===== src/rtl/tmr_pkg.sv =====
// Shared constants and types of the input-capture timer.
// Assumes a byte-wide register interface and a 16-bit count.
package tmr_pkg;
    localparam int BYTE_W      = 8;
    localparam int CNT_W       = 16;
    localparam int ADR_CTRL    = 0;
    localparam int ADR_CNT_HI  = 1;
    localparam int ADR_CNT_LO  = 2;
    localparam int ADR_LIM_HI  = 3;
    localparam int ADR_LIM_LO  = 4;
    localparam int ADR_CH_BASE = 5;
    localparam int CH_STRIDE   = 3;

    typedef enum logic [1:0] {
        EDGE_OFF  = 2'b00,
        EDGE_RISE = 2'b01,
        EDGE_FALL = 2'b10,
        EDGE_ANY  = 2'b11
    } edge_sel_e;

    // Per-channel configuration, laid out as status bits [6:2].
    typedef struct packed {
        logic      irq_en;
        logic      mode_hi;
        logic      mode_lo;
        edge_sel_e edge_sel;
    } ch_cfg_t;

    // Build the status byte a channel presents on a read.
    function automatic logic [BYTE_W-1:0] pack_status(input logic flag, input ch_cfg_t cfg);
        return {flag, cfg, 2'b00};
    endfunction
endpackage


===== src/rtl/tmr_prescaler.sv =====
// Clock divider of the timer: emits a one-cycle tick every 2^k clocks.
// k comes from the select input; selects above DIV_LOG2_MAX saturate.
// Assumes the divider runs freely from reset and is never reloaded.
module tmr_prescaler #(
    parameter int SEL_W        = 3,
    parameter int DIV_LOG2_MAX = 6
) (
    input  logic             clk,
    input  logic             rst_n,
    input  logic [SEL_W-1:0] sel,
    output logic             tick
);
    logic [DIV_LOG2_MAX-1:0] div_q;
    logic [SEL_W-1:0]        sel_eff;
    logic [DIV_LOG2_MAX-1:0] mask;

    // Saturate the select to the deepest divider stage.
    always_comb sel_eff = (int'(sel) > DIV_LOG2_MAX) ? SEL_W'(DIV_LOG2_MAX) : sel;

    // Low sel_eff bits of the divider must all be ones for a tick.
    always_comb mask = ~({DIV_LOG2_MAX{1'b1}} << sel_eff);

    // Tick when the masked divider bits are saturated.
    always_comb tick = ((div_q & mask) == mask);

    // Free-running divider count.
    always_ff @(posedge clk) begin
        if (!rst_n) div_q <= '0;
        else        div_q <= div_q + DIV_LOG2_MAX'(1);
    end
endmodule


===== src/rtl/tmr_counter.sv =====
// Modulo up-counter: advances on each tick and returns to zero on the
// tick after it matches the limit. wrap marks that returning tick.
// Assumes tick is a single-cycle enable from the divider.
module tmr_counter #(
    parameter int W = 16
) (
    input  logic         clk,
    input  logic         rst_n,
    input  logic         tick,
    input  logic [W-1:0] limit,
    output logic [W-1:0] count,
    output logic         wrap
);
    // A wrap is a tick taken while sitting on the limit.
    always_comb wrap = tick && (count == limit);

    // Count register with modulo return.
    always_ff @(posedge clk) begin
        if (!rst_n)    count <= '0;
        else if (wrap) count <= '0;
        else if (tick) count <= count + W'(1);
    end
endmodule


===== src/rtl/tmr_capture_ch.sv =====
// One capture channel: synchroniser, edge detector, configuration byte,
// sticky flag and capture register. Assumes SYNC_STAGES >= 2 and that
// the capture register needs no reset value (read only after a capture).
module tmr_capture_ch
    import tmr_pkg::*;
#(
    parameter int SYNC_STAGES = 2,
    parameter bit HAS_MODE_HI = 1'b1,
    parameter int W           = CNT_W
) (
    input  logic              clk,
    input  logic              rst_n,
    input  logic              pin,
    input  logic [W-1:0]      count,
    input  logic              cfg_we,
    input  logic              flag_keep,
    input  ch_cfg_t           cfg_wr,
    output logic [BYTE_W-1:0] status,
    output logic [W-1:0]      cap_val,
    output logic              flag,
    output logic              irq_en,
    output logic              cap_evt
);
    logic [SYNC_STAGES-1:0] sync_q;
    logic                   sync_out;
    logic                   prev_q;
    logic                   rise;
    logic                   fall;
    ch_cfg_t                cfg_q;
    ch_cfg_t                cfg_d;

    // Synchroniser chain; the newest sample enters at bit 0.
    always_ff @(posedge clk) begin
        if (!rst_n) sync_q <= '0;
        else        sync_q <= {sync_q[SYNC_STAGES-2:0], pin};
    end

    assign sync_out = sync_q[SYNC_STAGES-1];

    // Previous synchronised level for edge detection.
    always_ff @(posedge clk) begin
        if (!rst_n) prev_q <= 1'b0;
        else        prev_q <= sync_out;
    end

    // Edge classification in the clock domain.
    always_comb begin
        rise = sync_out & ~prev_q;
        fall = ~sync_out & prev_q;
    end

    // Pick the edges that count as captures.
    always_comb begin
        unique case (cfg_q.edge_sel)
            EDGE_RISE: cap_evt = rise;
            EDGE_FALL: cap_evt = fall;
            EDGE_ANY:  cap_evt = rise | fall;
            default:   cap_evt = 1'b0;
        endcase
    end

    // Next configuration, with the upper mode bit tied off when absent.
    generate
        if (HAS_MODE_HI) begin : g_mode_hi
            always_comb cfg_d = cfg_we ? cfg_wr : cfg_q;
        end else begin : g_no_mode_hi
            always_comb begin
                cfg_d         = cfg_we ? cfg_wr : cfg_q;
                cfg_d.mode_hi = 1'b0;
            end
        end
    endgenerate

    // Configuration register.
    always_ff @(posedge clk) begin
        if (!rst_n) cfg_q <= ch_cfg_t'(0);
        else        cfg_q <= cfg_d;
    end

    // Sticky flag: a capture beats a clearing write.
    always_ff @(posedge clk) begin
        if (!rst_n)                   flag <= 1'b0;
        else if (cap_evt)             flag <= 1'b1;
        else if (cfg_we && !flag_keep) flag <= 1'b0;
    end

    // Capture register, loaded only on an accepted edge.
    always_ff @(posedge clk) begin
        if (cap_evt) cap_val <= count;
    end

    // Read view and enable output.
    always_comb begin
        status = pack_status(flag, cfg_q);
        irq_en = cfg_q.irq_en;
    end
endmodule


===== src/rtl/capture_timer.sv =====
// Top of the input-capture timer: byte register file, divider, modulo
// counter and N_CH capture channels. Assumes a single clock and that
// PS_SEL_W leaves room for the overflow flag in the control byte.
module capture_timer
    import tmr_pkg::*;
#(
    parameter int              N_CH            = 2,
    parameter int              ADDR_W          = 4,
    parameter int              SYNC_STAGES     = 2,
    parameter int              PS_SEL_W        = 3,
    parameter int              DIV_LOG2_MAX    = 6,
    parameter logic [N_CH-1:0] MODE_HI_PRESENT = 2'b01
) (
    input  logic              clk,
    input  logic              rst_n,
    input  logic [ADDR_W-1:0] bus_addr,
    input  logic              bus_wr,
    input  logic [BYTE_W-1:0] bus_wdata,
    output logic [BYTE_W-1:0] bus_rdata,
    input  logic [N_CH-1:0]   cap_pin,
    output logic [N_CH-1:0]   irq
);
    localparam int CTRL_PAD = BYTE_W - 1 - PS_SEL_W;

    logic [PS_SEL_W-1:0]           ps_sel_q;
    logic                          ovf_q;
    logic [CNT_W-1:0]              lim_q;
    logic [CNT_W-1:0]              cnt_q;
    logic                          tick;
    logic                          wrap;
    logic                          ctrl_we;
    logic                          lim_hi_we;
    logic                          lim_lo_we;
    logic [N_CH-1:0]               ch_we;
    logic [N_CH-1:0]               ch_flag;
    logic [N_CH-1:0]               ch_ie;
    logic [N_CH-1:0]               cap_evt;
    logic [N_CH-1:0][BYTE_W-1:0]   ch_status;
    logic [N_CH-1:0][CNT_W-1:0]    cap_val;

    // Write decode for the shared registers.
    always_comb begin
        ctrl_we   = bus_wr && (int'(bus_addr) == ADR_CTRL);
        lim_hi_we = bus_wr && (int'(bus_addr) == ADR_LIM_HI);
        lim_lo_we = bus_wr && (int'(bus_addr) == ADR_LIM_LO);
    end

    // Control register: divider select and overflow flag (wrap wins).
    always_ff @(posedge clk) begin
        if (!rst_n) begin
            ps_sel_q <= '0;
            ovf_q    <= 1'b0;
        end else begin
            if (ctrl_we) ps_sel_q <= bus_wdata[PS_SEL_W-1:0];
            if (wrap)                         ovf_q <= 1'b1;
            else if (ctrl_we && !bus_wdata[7]) ovf_q <= 1'b0;
        end
    end

    // Limit register, full range after reset.
    always_ff @(posedge clk) begin
        if (!rst_n) begin
            lim_q <= '1;
        end else begin
            if (lim_hi_we) lim_q[CNT_W-1:BYTE_W] <= bus_wdata;
            if (lim_lo_we) lim_q[BYTE_W-1:0]     <= bus_wdata;
        end
    end

    tmr_prescaler #(
        .SEL_W        (PS_SEL_W),
        .DIV_LOG2_MAX (DIV_LOG2_MAX)
    ) u_div (
        .clk   (clk),
        .rst_n (rst_n),
        .sel   (ps_sel_q),
        .tick  (tick)
    );

    tmr_counter #(
        .W (CNT_W)
    ) u_cnt (
        .clk   (clk),
        .rst_n (rst_n),
        .tick  (tick),
        .limit (lim_q),
        .count (cnt_q),
        .wrap  (wrap)
    );

    // One channel per capture pin.
    generate
        for (genvar i = 0; i < N_CH; i++) begin : g_ch
            assign ch_we[i] = bus_wr && (int'(bus_addr) == ADR_CH_BASE + CH_STRIDE * i);

            tmr_capture_ch #(
                .SYNC_STAGES (SYNC_STAGES),
                .HAS_MODE_HI (MODE_HI_PRESENT[i]),
                .W           (CNT_W)
            ) u_ch (
                .clk       (clk),
                .rst_n     (rst_n),
                .pin       (cap_pin[i]),
                .count     (cnt_q),
                .cfg_we    (ch_we[i]),
                .flag_keep (bus_wdata[7]),
                .cfg_wr    (ch_cfg_t'(bus_wdata[6:2])),
                .status    (ch_status[i]),
                .cap_val   (cap_val[i]),
                .flag      (ch_flag[i]),
                .irq_en    (ch_ie[i]),
                .cap_evt   (cap_evt[i])
            );
        end
    endgenerate

    // Read multiplexer; unmapped addresses return zero.
    always_comb begin
        bus_rdata = '0;
        case (int'(bus_addr))
            ADR_CTRL:   bus_rdata = {ovf_q, {CTRL_PAD{1'b0}}, ps_sel_q};
            ADR_CNT_HI: bus_rdata = cnt_q[CNT_W-1:BYTE_W];
            ADR_CNT_LO: bus_rdata = cnt_q[BYTE_W-1:0];
            ADR_LIM_HI: bus_rdata = lim_q[CNT_W-1:BYTE_W];
            ADR_LIM_LO: bus_rdata = lim_q[BYTE_W-1:0];
            default:    bus_rdata = '0;
        endcase
        for (int i = 0; i < N_CH; i++) begin
            if (int'(bus_addr) == ADR_CH_BASE + CH_STRIDE * i)
                bus_rdata = ch_status[i];
            if (int'(bus_addr) == ADR_CH_BASE + CH_STRIDE * i + 1)
                bus_rdata = cap_val[i][CNT_W-1:BYTE_W];
            if (int'(bus_addr) == ADR_CH_BASE + CH_STRIDE * i + 2)
                bus_rdata = cap_val[i][BYTE_W-1:0];
        end
    end

    // Interrupt requests gated by the per-channel enables.
    assign irq = ch_flag & ch_ie;
endmodule


===== config.mk =====
export PLATFORM = sky130hd
export DESIGN_NAME = capture_timer
export DESIGN_NICKNAME = d
export VERILOG_FILES = /design/src/rtl/tmr_pkg.sv /design/src/rtl/tmr_prescaler.sv /design/src/rtl/tmr_counter.sv /design/src/rtl/tmr_capture_ch.sv /design/src/rtl/capture_timer.sv
export SDC_FILE = /design/constraint.sdc
export NUM_CORES = 1
export LEC_CHECK = 0
export BUFFER_PORTS_ARGS = -buffer_cell sky130_fd_sc_hd__clkbuf_2
export CORE_UTILIZATION = 55
export CTS_CLUSTER_SIZE = 20
export DETAILED_ROUTE_END_ITERATION = 10
export PLACE_DENSITY = 0.73
export SYNTH_ARGS = -nofsm -noshare
export SYNTH_HDL_FRONTEND = slang
export SYNTH_HIERARCHICAL = 1
export SYNTH_SLANG_ARGS = --single-unit

===== constraint.sdc =====
create_clock -name clk -period 5.95 [get_ports clk]
set_input_delay 0.595 -clock clk [delete_from_list [all_inputs] [get_ports clk]]
set_output_delay 0.595 -clock clk [all_outputs]
set_load 0.01 [all_outputs]

==> impl_metrics.env <==
export IMPL_power_density_mw_per_mm2=240
export IMPL_io_buffers=26
export IMPL_required_ns=5.36
export IMPL_gr_total_overflow=0
export IMPL_areaGrowthSynthToFinish_pct=5.53
export IMPL_first_global_vias=3446
export IMPL_wire_per_inst_um=18.2
export IMPL_clock_sinks=91
export IMPL_routed_via_count=3577
export IMPL_worstSetupEndpointType="primary output"
export IMPL_combPwrFrac=0.096
export IMPL_synthAdderAreaFrac=0.0162
export IMPL_ios=27
export IMPL_synth_seq_cells=91
export IMPL_grt_usage=0.266
export IMPL_rows=33
export IMPL_setup_tns_ns=0
export IMPL_htreeDepth=3
export IMPL_path_cells="clkbuf_2 -> nor2b_1 -> o2bb2ai_1 -> a22oi_1 -> o21ai_0 -> a21boi_0 -> clkbuf_2"
export IMPL_hold_viol=0
export IMPL_switchingPower_uw=304
export IMPL_initialDrtViolationCount=344
export IMPL_wirelength_um=10900
export IMPL_rsz0062_at_grt="no"
export IMPL_synth_edf_count=32
export IMPL_die_w_um=93.8
export IMPL_ir_drop_uv=176
export IMPL_ys_warn_count=6
export IMPL_drive_gt1_frac=0.134
export IMPL_drt_pre_antenna_iters=5
export IMPL_synth_top_family_by_area="simple AND/OR/NAND/NOR gates"
export IMPL_ant_nets=0
export IMPL_synth_area_per_cell_um2=9.66
export IMPL_cts_made_buffers=9
export IMPL_crit_path_max_incr_delay_ns=0.97
export IMPL_critPathSlowestCell="nor2b_1"
export IMPL_syn_area_mm2=0.00464
export IMPL_slew_headroom=0.245
export IMPL_ctsRootBufferMaster="clkbuf_8"
export IMPL_maxSlewViolCount=0
export IMPL_coreArea_mm2=0.00818
export IMPL_hold_depth=2
export IMPL_synth_ff_type="dfxtp_1"
export IMPL_clk_latency_ns=0.38
export IMPL_cts_tree="done"
export IMPL_crit_type="in -> out"
export IMPL_clkPwrFrac=0.340
export IMPL_worst_pin_slew_ns=1.13
export IMPL_final_setup_viol_count=0
export IMPL_timing_fmax_mhz=274
export IMPL_synth_simple_gate_area_frac=0.202
export IMPL_hold_path_class="in -> reg"
export IMPL_grt_pass1_wl_um=17300
export IMPL_crit_fanout=39
export IMPL_yosysMostFrequentCell="dfxtp_1"
export IMPL_async_flop_share=0
export IMPL_nets=512
export IMPL_pwr_share_seq=0.565
export IMPL_cellLeakagePower_nw=1.87
export IMPL_place_gp_congestion=0.923
export IMPL_start_util=0.567
export IMPL_via_per_inst=5.97
export IMPL_clock_path_buffers=2
export IMPL_yosys_area_top_type="dfxtp_1"
export IMPL_cp_arrival_ns=3.06
export IMPL_die_area_mm2=0.00880
export IMPL_internal_power_uw=873
export IMPL_max_cap_violations=0
export IMPL_grt_max_degree=46
export IMPL_drt_drc_violations_left=0
export IMPL_ctsHoldBuffers=0
export IMPL_period_share=0.615
export IMPL_worst_setup_path_start_kind="input port"
export IMPL_cts_resized=0
export IMPL_postSynthCellCount=480
export IMPL_yosys_area_top_type_share=0.255
export IMPL_fin_skew_ns=0.0108
export IMPL_status="completed"
export IMPL_r2r_cells=7
export IMPL_power_mw=1.18
export IMPL_seq_area_frac_synth=0.462
export IMPL_synth_xor_area_frac=0.0642
export IMPL_netlist_top_cells_area="dfxtp_1, edfxtp_1, nand2_1, mux2i_1, nor2_1"
export IMPL_antenna_found_initial=0
export IMPL_synth_compound_area_frac=0.139
export IMPL_cpMostUsedCell="clkbuf_2"
export IMPL_fp_dieH_um=93.8
export IMPL_n_fill_cell=721
export IMPL_dpl_hpwl_um=7630
export IMPL_yosys_mux_area_fraction=0.0604
export IMPL_period_minus_slack_ns=3.66
export IMPL_synth_cell_types=59
export IMPL_diodes=0
export IMPL_swShare=0.258
export IMPL_clk_pin_slew_ns=0.09
export IMPL_post_cts_buffers=0
export IMPL_synth_common_cells="dfxtp_1, nand2_1, nor2_1"
==> worst max-delay path: cells and delay by family <==
family | cells | cell delay, ns
buffers and inverters | 2 | 0.78
AO/OA/AOI/OAI | 4 | 0.70
AND/OR/NAND/NOR | 1 | 0.97
==> power groups by stage <==
stage	Combinational [mW]	Clock (mW)	Sequential, mW
6_report	0.112	0.400	0.664
4_1_cts	0.111	0.405	0.664
5_1_grt	0.124	0.427	0.666
3_3_place_gp	0.109	0	0.678
2_1_floorplan	0.0857	0	0.673
3_5_place_dp	0.111	0	0.678
==> cell families (layout without fill, tap and decap cells) <==
group                      count (synthesis)  in the layout
muxes                                     25             25
xor gates and xnor gates                  34             34
and+or+nand+nor                          191            191
buffers and inverters                     43             54
adders and majority gates                  6              6
AOI/OAI and AO/OA                         88             88
other                                      2              5
DFF                                       91             91
==> state kept, by name, indices dropped and copies added, names as in the netlist <==
name	flops
ps_sel_q	3
g_ch.u_ch/prev_q	2
g_ch.u_ch/cap_val	32
lim_q	16
u_cnt/count	16
g_ch.u_ch/sync_q	4
u_div/div_q	6
g_ch.u_ch/status	7
ovf_q	1
g_ch.u_ch/flag	2
g_ch.u_ch/irq_en	2
==> final timing paths <==
kind	to	start	slack, ns
setup / recovery	bus_rdata[2]	bus_addr[0]	2.29
hold / removal	g_ch[1].u_ch/sync_q[0]	cap_pin[1]	0.41
setup reg to reg	u_cnt/count[10]	u_div/div_q[0]	3.32
hold reg to reg	g_ch[0].u_ch/sync_q[1]	g_ch[0].u_ch/sync_q[0]	0.44
==> stage by stage <==
step / hold slack [ns] / worst slack (ns) / instances / utilization / area [um2]
2_1_floorplan: 0.412 / 3.76 / 483 / - / 4650
3_3_place_gp: 0.416 / 2.49 / 583 / 0.576 / 4710
3_5_place_dp: 0.418 / 2.35 / 583 / 0.576 / 4710
4_1_cts: 0.407 / 2.35 / 599 / 0.599 / 4890
5_1_grt: 0.416 / 2.08 / 599 / 0.599 / 4890
6_report: 0.410 / 2.29 / 599 / 0.599 / 4890
==> per-layer routing <==
metal / routed length (um) / GRT usage / share of wire
met5: 0 / 0 / 0
met4: 324 / 0.127 / 0.030
met3: 894 / 0.0672 / 0.082
met2: 5090 / 0.426 / 0.47
met1: 4610 / 0.335 / 0.42
==> final cells by class <==
class | instances | area, um2 | area share
Tap cell | 105 | 131 | 0.0268
Clock inverter | 4 | 30.0 | 0.00613
Sequential cell | 91 | 2140 | 0.438
Inverter | 10 | 37.5 | 0.00767
Multi-Input combinational cell | 349 | 2250 | 0.460
Timing Repair Buffer | 28 | 145 | 0.0297
Clock buffer | 12 | 155 | 0.0317
==> cells in the final DEF, fill, tap and decap left out, types with 15 or more instances in the layout <==
master    instances
xor2_1           19
nor2_1           45
xnor2_1          15
nand2_1          55
nand3_1          24
dfxtp_1          59
clkbuf_2         26
nor2b_1          19
mux2i_1          19
edfxtp_1         32
a21oi_1          22
No activity file was read; power rests on OpenSTA's default activity.
